File: src/rtl/pll_slew_pkg.sv
package pll_slew_pkg;

    typedef enum logic [3:0] {
        S_IDLE,
        S_WR_OFF,
        S_WR_L,
        S_WR_ALO,
        S_WR_AHI,
        S_WR_USER,
        S_WR_ON,
        S_UPD,
        S_WAIT_ACK,
        S_SETTLE,
        S_WAIT_LOCK,
        S_FINISH
    } seq_state_t;

    typedef enum logic [1:0] {
        J_SLEW,
        J_REPROG,
        J_CAL
    } job_t;

    localparam logic [2:0] A_MODE = 3'd0;
    localparam logic [2:0] A_L    = 3'd1;
    localparam logic [2:0] A_ALO  = 3'd2;
    localparam logic [2:0] A_AHI  = 3'd3;
    localparam logic [2:0] A_USER = 3'd4;

    localparam logic [31:0] MODE_OFF = 32'd0;
    localparam logic [31:0] MODE_RUN = 32'd1;
    localparam logic [31:0] MODE_UPD = 32'd3;

    function automatic int unsigned ceil_div(input int unsigned a, input int unsigned b);
        return (a + b - 1) / b;
    endfunction

    function automatic int unsigned max3(input int unsigned a, input int unsigned b,
                                         input int unsigned c);
        int unsigned m;
        m = (a > b) ? a : b;
        return (m > c) ? m : c;
    endfunction

endpackage

File: src/rtl/pll_slew_wcnt.sv
module pll_slew_wcnt #(
    parameter int W = 8
) (
    input  logic         clk,
    input  logic         rst_n,
    input  logic         clr,
    output logic [W-1:0] cnt
);
    always_ff @(posedge clk or negedge rst_n) begin
        if (!rst_n) begin
            cnt <= '0;
        end else if (clr) begin
            cnt <= '0;
        end else if (cnt != {W{1'b1}}) begin
            cnt <= cnt + 1'b1;
        end
    end
endmodule

File: src/rtl/pll_slew_fmt.sv
module pll_slew_fmt
    import pll_slew_pkg::*;
#(
    parameter int L_W         = 16,
    parameter int ALPHA_W     = 40,
    parameter int ALPHA_REG_W = 64,
    parameter int BAND_W      = 2
) (
    input  logic [2:0]         addr,
    input  logic [L_W-1:0]     l_val,
    input  logic [ALPHA_W-1:0] a_val,
    input  logic [BAND_W-1:0]  band,
    output logic [31:0]        word
);
    localparam int SH = ALPHA_REG_W - ALPHA_W;

    logic [ALPHA_REG_W-1:0] a_just;

    generate
        if (SH == 0) begin : g_noshift
            assign a_just = a_val;
        end else begin : g_shift
            assign a_just = {a_val, {SH{1'b0}}};
        end
    endgenerate

    always_comb begin
        unique case (addr)
            A_L:     word = 32'(l_val);
            A_ALO:   word = a_just[31:0];
            A_AHI:   word = 32'(a_just >> 32);
            A_USER:  word = 32'({band, 1'b1});
            default: word = '0;
        endcase
    end
endmodule

File: src/rtl/pll_slew_seq.sv
module pll_slew_seq
    import pll_slew_pkg::*;
#(
    parameter int L_W         = 16,
    parameter int ALPHA_W     = 40,
    parameter int ALPHA_REG_W = 64,
    parameter int BAND_W      = 2,
    parameter int CLK_NS      = 10,
    parameter int SETTLE_NS   = 1000,
    parameter int ACK_TMO     = 64,
    parameter int LOCK_TMO    = 512,
    parameter logic [L_W+ALPHA_W-1:0] BAND_MIN = (L_W+ALPHA_W)'(40) << ALPHA_W,
    parameter logic [L_W+ALPHA_W-1:0] BAND_MAX = ((L_W+ALPHA_W)'(60) << ALPHA_W)
                                                 | ((L_W+ALPHA_W)'(1) << (ALPHA_W-1))
) (
    input  logic               clk,
    input  logic               rst_n,
    input  logic               slew_req,
    input  logic               cal_req,
    input  logic [L_W-1:0]     tgt_l,
    input  logic [ALPHA_W-1:0] tgt_alpha,
    input  logic [BAND_W-1:0]  tgt_band,
    input  logic [BAND_W-1:0]  cur_band,
    input  logic               pll_on,
    input  logic               pll_upd_busy,
    input  logic               pll_lock,
    output logic               reg_we,
    output logic [2:0]         reg_addr,
    output logic [31:0]        reg_wdata,
    output logic               busy,
    output logic               done,
    output logic               err,
    output logic               rej
);
    localparam int FW         = L_W + ALPHA_W;
    localparam int SETTLE_CYC = ceil_div(SETTLE_NS, CLK_NS);
    localparam int CNT_W      = $clog2(max3(SETTLE_CYC, ACK_TMO, LOCK_TMO) + 1) + 1;
    localparam logic [CNT_W-1:0] SETTLE_LAST = CNT_W'(SETTLE_CYC - 1);
    localparam logic [CNT_W-1:0] ACK_LAST    = CNT_W'(ACK_TMO - 1);
    localparam logic [CNT_W-1:0] LOCK_LAST   = CNT_W'(LOCK_TMO - 1);
    localparam logic [FW:0]      MID_SUM     = {1'b0, BAND_MIN} + {1'b0, BAND_MAX};
    localparam logic [FW-1:0]    MID         = MID_SUM[FW:1];

    seq_state_t state_q, state_d;
    job_t       job_q;
    logic       cal_ph_q;
    logic [L_W-1:0]     l_q;
    logic [ALPHA_W-1:0] a_q;
    logic [BAND_W-1:0]  band_q;
    logic [CNT_W-1:0]   wcnt;
    logic               accept;
    logic               tmo;
    logic               mid_phase;
    logic [L_W-1:0]     l_use;
    logic [ALPHA_W-1:0] a_use;
    logic [31:0]        fmt_word;

    assign accept    = (state_q == S_IDLE) && (slew_req || cal_req);
    assign mid_phase = (job_q == J_CAL) && !cal_ph_q;
    assign l_use     = mid_phase ? MID[FW-1:ALPHA_W] : l_q;
    assign a_use     = mid_phase ? MID[ALPHA_W-1:0]  : a_q;

    // next-state logic
    always_comb begin
        state_d = state_q;
        tmo     = 1'b0;
        unique case (state_q)
            S_IDLE: begin
                if (cal_req)                                  state_d = S_WR_L;
                else if (slew_req && (tgt_band != cur_band))  state_d = S_WR_OFF;
                else if (slew_req)                            state_d = S_WR_L;
            end
            S_WR_OFF:  state_d = S_WR_L;
            S_WR_L:    state_d = S_WR_ALO;
            S_WR_ALO:  state_d = S_WR_AHI;
            S_WR_AHI: begin
                if (job_q == J_REPROG || mid_phase) state_d = S_WR_USER;
                else if (job_q == J_CAL)            state_d = S_UPD;
                else if (pll_on)                    state_d = S_UPD;
                else                                state_d = S_FINISH;
            end
            S_WR_USER: state_d = S_WR_ON;
            S_WR_ON:   state_d = S_SETTLE;
            S_UPD:     state_d = S_WAIT_ACK;
            S_WAIT_ACK: begin
                if (!pll_upd_busy) begin
                    state_d = S_SETTLE;
                end else if (wcnt >= ACK_LAST) begin
                    state_d = S_IDLE;
                    tmo     = 1'b1;
                end
            end
            S_SETTLE: begin
                if (wcnt >= SETTLE_LAST) state_d = S_WAIT_LOCK;
            end
            S_WAIT_LOCK: begin
                if (pll_lock) begin
                    state_d = mid_phase ? S_WR_L : S_FINISH;
                end else if (wcnt >= LOCK_LAST) begin
                    state_d = S_IDLE;
                    tmo     = 1'b1;
                end
            end
            S_FINISH:  state_d = S_IDLE;
            default:   state_d = S_IDLE;
        endcase
    end

    // state register and job context
    always_ff @(posedge clk or negedge rst_n) begin
        if (!rst_n) begin
            state_q  <= S_IDLE;
            job_q    <= J_SLEW;
            cal_ph_q <= 1'b0;
            l_q      <= '0;
            a_q      <= '0;
            band_q   <= '0;
            err      <= 1'b0;
            rej      <= 1'b0;
        end else begin
            state_q <= state_d;
            rej     <= (slew_req || cal_req) && (state_q != S_IDLE);
            if (accept) begin
                l_q      <= tgt_l;
                a_q      <= tgt_alpha;
                band_q   <= tgt_band;
                cal_ph_q <= 1'b0;
                err      <= 1'b0;
                if (cal_req)                      job_q <= J_CAL;
                else if (tgt_band != cur_band)    job_q <= J_REPROG;
                else                              job_q <= J_SLEW;
            end else begin
                if (tmo) err <= 1'b1;
                if (state_q == S_WAIT_LOCK && state_d == S_WR_L) cal_ph_q <= 1'b1;
            end
        end
    end

    pll_slew_wcnt #(.W(CNT_W)) i_wcnt (
        .clk   (clk),
        .rst_n (rst_n),
        .clr   (state_d != state_q),
        .cnt   (wcnt)
    );

    pll_slew_fmt #(
        .L_W         (L_W),
        .ALPHA_W     (ALPHA_W),
        .ALPHA_REG_W (ALPHA_REG_W),
        .BAND_W      (BAND_W)
    ) i_fmt (
        .addr  (reg_addr),
        .l_val (l_use),
        .a_val (a_use),
        .band  (band_q),
        .word  (fmt_word)
    );

    // output logic
    always_comb begin
        reg_we    = 1'b0;
        reg_addr  = A_MODE;
        reg_wdata = fmt_word;
        unique case (state_q)
            S_WR_OFF:  begin reg_we = 1'b1; reg_addr = A_MODE; reg_wdata = MODE_OFF; end
            S_WR_L:    begin reg_we = 1'b1; reg_addr = A_L;    end
            S_WR_ALO:  begin reg_we = 1'b1; reg_addr = A_ALO;  end
            S_WR_AHI:  begin reg_we = 1'b1; reg_addr = A_AHI;  end
            S_WR_USER: begin reg_we = 1'b1; reg_addr = A_USER; end
            S_WR_ON:   begin reg_we = 1'b1; reg_addr = A_MODE; reg_wdata = MODE_RUN; end
            S_UPD:     begin reg_we = 1'b1; reg_addr = A_MODE; reg_wdata = MODE_UPD; end
            default:   begin reg_we = 1'b0; end
        endcase
        busy = (state_q != S_IDLE);
        done = (state_q == S_FINISH);
    end

    // alpha low word only right after the integer write, high word right after low
    a_r1_alo_after_l: assert property (@(posedge clk) disable iff (!rst_n)
        (reg_we && reg_addr == A_ALO) |-> $past(reg_we && reg_addr == A_L));
    a_r1_ahi_after_alo: assert property (@(posedge clk) disable iff (!rst_n)
        (reg_we && reg_addr == A_AHI) |-> $past(reg_we && reg_addr == A_ALO));

    // an update request is written only while the PLL is running
    a_r3_upd_only_when_on: assert property (@(posedge clk) disable iff (!rst_n)
        (reg_we && reg_addr == A_MODE && reg_wdata[1] && job_q == J_SLEW) |-> $past(pll_on));

    // completion after a lock wait requires lock seen in that wait
    a_r5_done_after_lock: assert property (@(posedge clk) disable iff (!rst_n)
        (done && $past(state_q) == S_WAIT_LOCK) |-> $past(pll_lock));

    // error only rises out of a wait state
    a_r9_err_from_wait: assert property (@(posedge clk) disable iff (!rst_n)
        $rose(err) |-> ($past(state_q) == S_WAIT_ACK || $past(state_q) == S_WAIT_LOCK));

    // reject pulse only for a request made while busy, never two in a row from one
    a_r10_rej_when_busy: assert property (@(posedge clk) disable iff (!rst_n)
        rej |-> $past(busy && (slew_req || cal_req)));

    // done and write strobe never together with idle
    a_r11_idle_quiet: assert property (@(posedge clk) disable iff (!rst_n)
        !busy |-> (!done && !reg_we));

endmodule

File: config.mk
export PLATFORM = sky130hd
export DESIGN_NAME = pll_slew_seq
export DESIGN_NICKNAME = d
export VERILOG_FILES = /design/src/rtl/pll_slew_pkg.sv /design/src/rtl/pll_slew_wcnt.sv /design/src/rtl/pll_slew_fmt.sv /design/src/rtl/pll_slew_seq.sv
export SDC_FILE = /design/constraint.sdc
export NUM_CORES = 1
export LEC_CHECK = 0
export BUFFER_PORTS_ARGS = -buffer_cell sky130_fd_sc_hd__buf_2
export CAP_MARGIN = 20
export CORE_ASPECT_RATIO = 0.8
export CORE_MARGIN = 2
export CORE_UTILIZATION = 29
export DETAILED_ROUTE_END_ITERATION = 16
export PLACE_DENSITY = 0.5
export SLEW_MARGIN = 5
export SYNTH_ARGS = -nofsm -noshare
export SYNTH_HDL_FRONTEND = slang
export SYNTH_SLANG_ARGS = --single-unit
export TNS_END_PERCENT = 10
File: constraint.sdc
create_clock -name clk -period 2.4 [get_ports clk]
set_clock_uncertainty 0.15 [all_clocks]
set_input_delay 0.12 -clock clk [delete_from_list [all_inputs] [get_ports clk]]
set_output_delay 0.12 -clock clk [all_outputs]
set_load 0.03 [all_outputs]
==> results.md <==
| Group | Metric | Value |
|---|---|---|
| drt | Routed wire length | 12,540 um |
| setup path | Max stage delay cell, worst path | sky130_fd_sc_hd__dfrtp_2 |
| floorplanning | Die height | 108.8 um |
| timing | Hold Slack | 51.68 ps |
| floorplanning | Placeable Area | 13,500 um^2 |
| grt | Initial antenna violation count | 0 |
| grt | All-layer global routing usage | 17.22% |
| grt | Global-route wire length before repair | 19,620 um |
| setup path | CP Class | reg2out |
| drt | Vias per std cell | 4.723 |
| final layout | Count of inserted antenna diode cells | 0 |
| clocking | Clock sink total | 78 |
| setup path | Critical Path Max Stage Delay | 450 ps |
| clocking | CTS tree | built |
| clocking | Total CTS buffers | 9 |
| floorplanning | # IOs | 107 |
| power | Share of total power in sequential cells | 47.0% |
| yosys | Per-instance average area after synthesis | 8.347 um^2 |
| drt | Number of remaining DRC errors | 0 |
| final layout | Layout overhead on the synthesized area | 49.91% |
| drt | DRT Pass-1 Iters | 7 |
| final layout | Fraction of final layout cells sized beyond drive strength 1 | 27.48% |
| setup path | Critical path data required time | 2130 ps |
| floorplanning | Placement row count | 38 |
| timing | Number of hold violations in the final report | 0 |
| grt | Maximum number of pins on one net before global-route repair | 40 |
| power | Highest ir drop seen on vdd | 351.3 uV |
| timing | Unrepaired setup endpoints after global routing | yes |
| timing | Normalized max-slew margin | 53.16% |
| drt | Number of DRC markers in iteration 0 | 244 |
| yosys | Number of synthesized flops with an enable pin | 0 |
| clocking | Count of H-tree levels built during CTS | 3 |
| yosys | Cell type contributing the most total cell area after synthesis | sky130_fd_sc_hd__dfrtp_1 |
| final layout | Most frequent cells in the layout | 194 x sky130_fd_sc_hd__nand2_1, 104 x sky130_fd_sc_hd__buf_2, 74 x sky130_fd_sc_hd__dfrtp_1, 63 x sky130_fd_sc_hd__dlygate4sd3_1, 33 x sky130_fd_sc_hd__nor2_1 |
| power | Psw | 0.0006622 W |
| clocking | Source-to-sink clock delay at the later pin of the worst-skew pair | 340 ps |
| floorplanning | Effective utilization at floorplan | 29.48% |
| setup path | List of cells traversed by the critical path | buf_2, nor4b_4, buf_4, and2_1, buf_4, nand2_1, o211ai_1, buf_2 |
| timing | Final count of negative-setup-slack endpoints | 0 |
| yosys | Net count after synthesis | 545 |
| status | Status | finished clean |
| final layout | Layout Cell Area excl Fill | 5968 um^2 |
| power | Power per cell area | 502.7 nW/um^2 |
| grt | Vias in the first global route | 3,934 |
| yosys | Portion of the post-synthesis area used by sequential elements | 49.03% |
| yosys | Synthesized instance count | 477 |
| power | Overall power of the completed layout | 0.003001 W |
| yosys | Synthesized cell area | 3981 um^2 |
| floorplanning | Horizontal die dimension | 135 um |
| yosys | Area fraction of the dominant cell type after synthesis | 49.03% |
| yosys | Top cells by area, synth | sky130_fd_sc_hd__dfrtp_1 49%, sky130_fd_sc_hd__nand2_1 18%, sky130_fd_sc_hd__nor4_2 3.8% |
| clocking | Max Root-Sink Buffers | 2 |
| timing | Least-Margin Pin Slew | 700.0 ps |
| setup path | Capturing element type of the critical path | primary output |
| setup path | CP max FO | 6 |
| setup path | Reg2Reg Setup Slack | 90 ps |
| final layout | Most common cell after layout, fill and taps aside | sky130_fd_sc_hd__nand2_1 |
| hold path | HP Class | in2reg |
| yosys | Number of distinct library cells after synthesis | 55 |
| final layout | Final net count | 730 |
| flow run | Max capacitance violation total | 0 |
| placed design | Post-DP Area | 4917 um^2 |
| power | Leakage power of the design | 2.934 nW |
| yosys | Synth warnings | 0 |
| power | Clock network fraction of design power | 45.1% |
| yosys | Post-synthesis register bit count | 78 |
| drt | Final ANT Viol Nets | 0 |
| timing | Fin. max-slew vios | 0 |
| yosys | Dominant register cell in the synthesized netlist | sky130_fd_sc_hd__dfrtp_1 |
| timing | Share of the clock period used by the worst path after layout | 97.26% |
| timing | Final critical path time including I/O delays and setup | 2334 ps |
| yosys | Post-synthesis async set-or-reset flop share | 100.0% |
| setup path | Launching element type of the critical path | flip-flop |
| clocking | Clock edge transition at the registers on the reported setup and hold paths | 60 ps |
| power | Switching share of power | 22.07% |
| power | Combinational share of power | 7.9% |
| placed design | Sum of net half-perimeters after detailed placement | 8195 um |
| drt | Wire length per cell after detailed routing | 14.83 um |
| drt | Overall via count from detail_route | 3,996 |
| clocking | Clock tree root buffer cell | sky130_fd_sc_hd__clkbuf_16 |
| setup path | CP delay by family, top | buffers and inverters |
| placed design | Number of port buffers | 106 |
| grt | Leftover overflow at the end of global routing | 0 |
| setup path | Count of buffering cells on the critical path with inverters included | 4 |
| floorplanning | DIE AREA | 14,690 um^2 |
| placed design | Last weighted congestion value of the routability-driven placer | 0.8851 |
| final layout | Number of fill cells in the layout | 1,369 |
| timing | Achievable clock frequency | 428.4 MHz |
| power | Internal power | 0.002338 W |
| setup path | Worst endpoint data arrival time | 2060 ps |
layout make-up:
class                           instances  area, um^2  area share [%]
Tap cell                              180       225.2           3.774
Sequential cell                        78        1957           32.79
Timing Repair Buffer                  204        1529           25.62
Clock buffer                           11       242.7           4.067
Clock inverter                          4       47.55          0.7966
Inverter                                8       30.03          0.5031
Multi-Input combinational cell        361        1937           32.45
stage by stage:
stage | TNS, ps | util (%) | instances | worst slack (ps)
3_5_place_dp | -20.99 | 36.42 | 763 | -20.99
3_3_place_gp | 0 | 36.42 | 763 | 87.46
6_report | 0 | 44.20 | 846 | 65.86
2_1_floorplan | 0 | - | 477 | 52.93
4_1_cts | -7.307 | 43.32 | 841 | -7.307
5_1_grt | -131.2 | 44.20 | 846 | -39.16
timing repair:
action,CTS,global route
setup buffers,0,4
resized for setup,3,13
setup endpoints to repair,10,37
pin swaps,0,4
endpoints found under the hold margin,98,0
hold buffers,63,0
gates cloned,0,1
layer usage:
| layer | track usage [%] | up-vias | routed length, um |
|---|---|---|---|
| li1 | - | 1960 | - |
| met1 | 23.24 | 1897 | 6131 |
| met2 | 26.94 | 123 | 5637 |
| met3 | 4.417 | 16 | 555 |
| met4 | 6.101 | 0 | 218 |
| met5 | 0 | - | 0 |
final timing paths:
path | end | cells after the start | from
min | rej$_DFF_PN0_ | 3 | cal_req
max reg2reg | cal_ph_q$_DFFE_PN0P_ | 5 | i_wcnt.cnt[9]$_DFFE_PN0P_
max | reg_wdata[1] | 8 | state_q[1]$_DFF_PN0_
min in group asynchronous | i_wcnt.cnt[5]$_DFFE_PN0P_ | 2 | rst_n
min reg2reg | a_q[24]$_DFFE_PN0P_ | 2 | a_q[24]$_DFFE_PN0P_
max in group asynchronous | a_q[33]$_DFFE_PN0P_ | 3 | rst_n
tightest hold or removal path, cell delays in order:
cell,delay (ps)
sky130_fd_sc_hd__buf_2,180
sky130_fd_sc_hd__nor2_1,110
sky130_fd_sc_hd__nor2_1,90
registers in the layout (all words and copies together) (netlist names):
signal	cells
a_q	40
l_q	16
i_wcnt.cnt	11
state_q	4
band_q	2
job_q	2
cal_ph_q	1
err	1
rej	1
power groups by stage:
stage | Combinational, W | Clock (W) | Sequential, W
floorplan | 0.0000515 | 0 | 0.00143
global placement | 0.000159 | 0 | 0.00143
detailed placement | 0.000161 | 0 | 0.00143
CTS | 0.000239 | 0.00140 | 0.00141
global route | 0.000265 | 0.00145 | 0.00142
finish | 0.000237 | 0.00135 | 0.00141
cells in the mapped netlist, types with 4 or more instances:
| library cell | instances |
|---|---|
| sky130_fd_sc_hd__nor2_1 | 34 |
| sky130_fd_sc_hd__dfrtp_1 | 78 |
| sky130_fd_sc_hd__and3_1 | 9 |
| sky130_fd_sc_hd__a22oi_1 | 19 |
| sky130_fd_sc_hd__a31oi_1 | 4 |
| sky130_fd_sc_hd__xor2_1 | 4 |
| sky130_fd_sc_hd__xnor2_1 | 6 |
| sky130_fd_sc_hd__clkbuf_1 | 20 |
| sky130_fd_sc_hd__o21ai_0 | 8 |
| sky130_fd_sc_hd__nor3_1 | 4 |
| sky130_fd_sc_hd__nand3_1 | 7 |
| sky130_fd_sc_hd__nand2_1 | 194 |
| sky130_fd_sc_hd__buf_2 | 5 |
| sky130_fd_sc_hd__a21oi_1 | 7 |
| sky130_fd_sc_hd__nor4_2 | 12 |
| sky130_fd_sc_hd__inv_1 | 8 |
cells by family (layout without fill, tap and decap cells):
| kind of cell | Yosys count | in the layout | share of synthesized area (%) |
|---|---|---|---|
| XOR/XNOR | 10 | 10 | 2.200 |
| multiplexers | 1 | 1 | 0.2514 |
| AND/OR/NAND/NOR | 286 | 286 | 32.81 |
| flip-flops | 78 | 78 | 49.03 |
| adder cells (fa/ha/maj) | 1 | 1 | 0.3142 |
| buffers and inverters | 38 | 227 | 4.054 |
| AO/OA/AOI/OAI | 63 | 63 | 11.35 |
(Power assumes the default switching activity.)
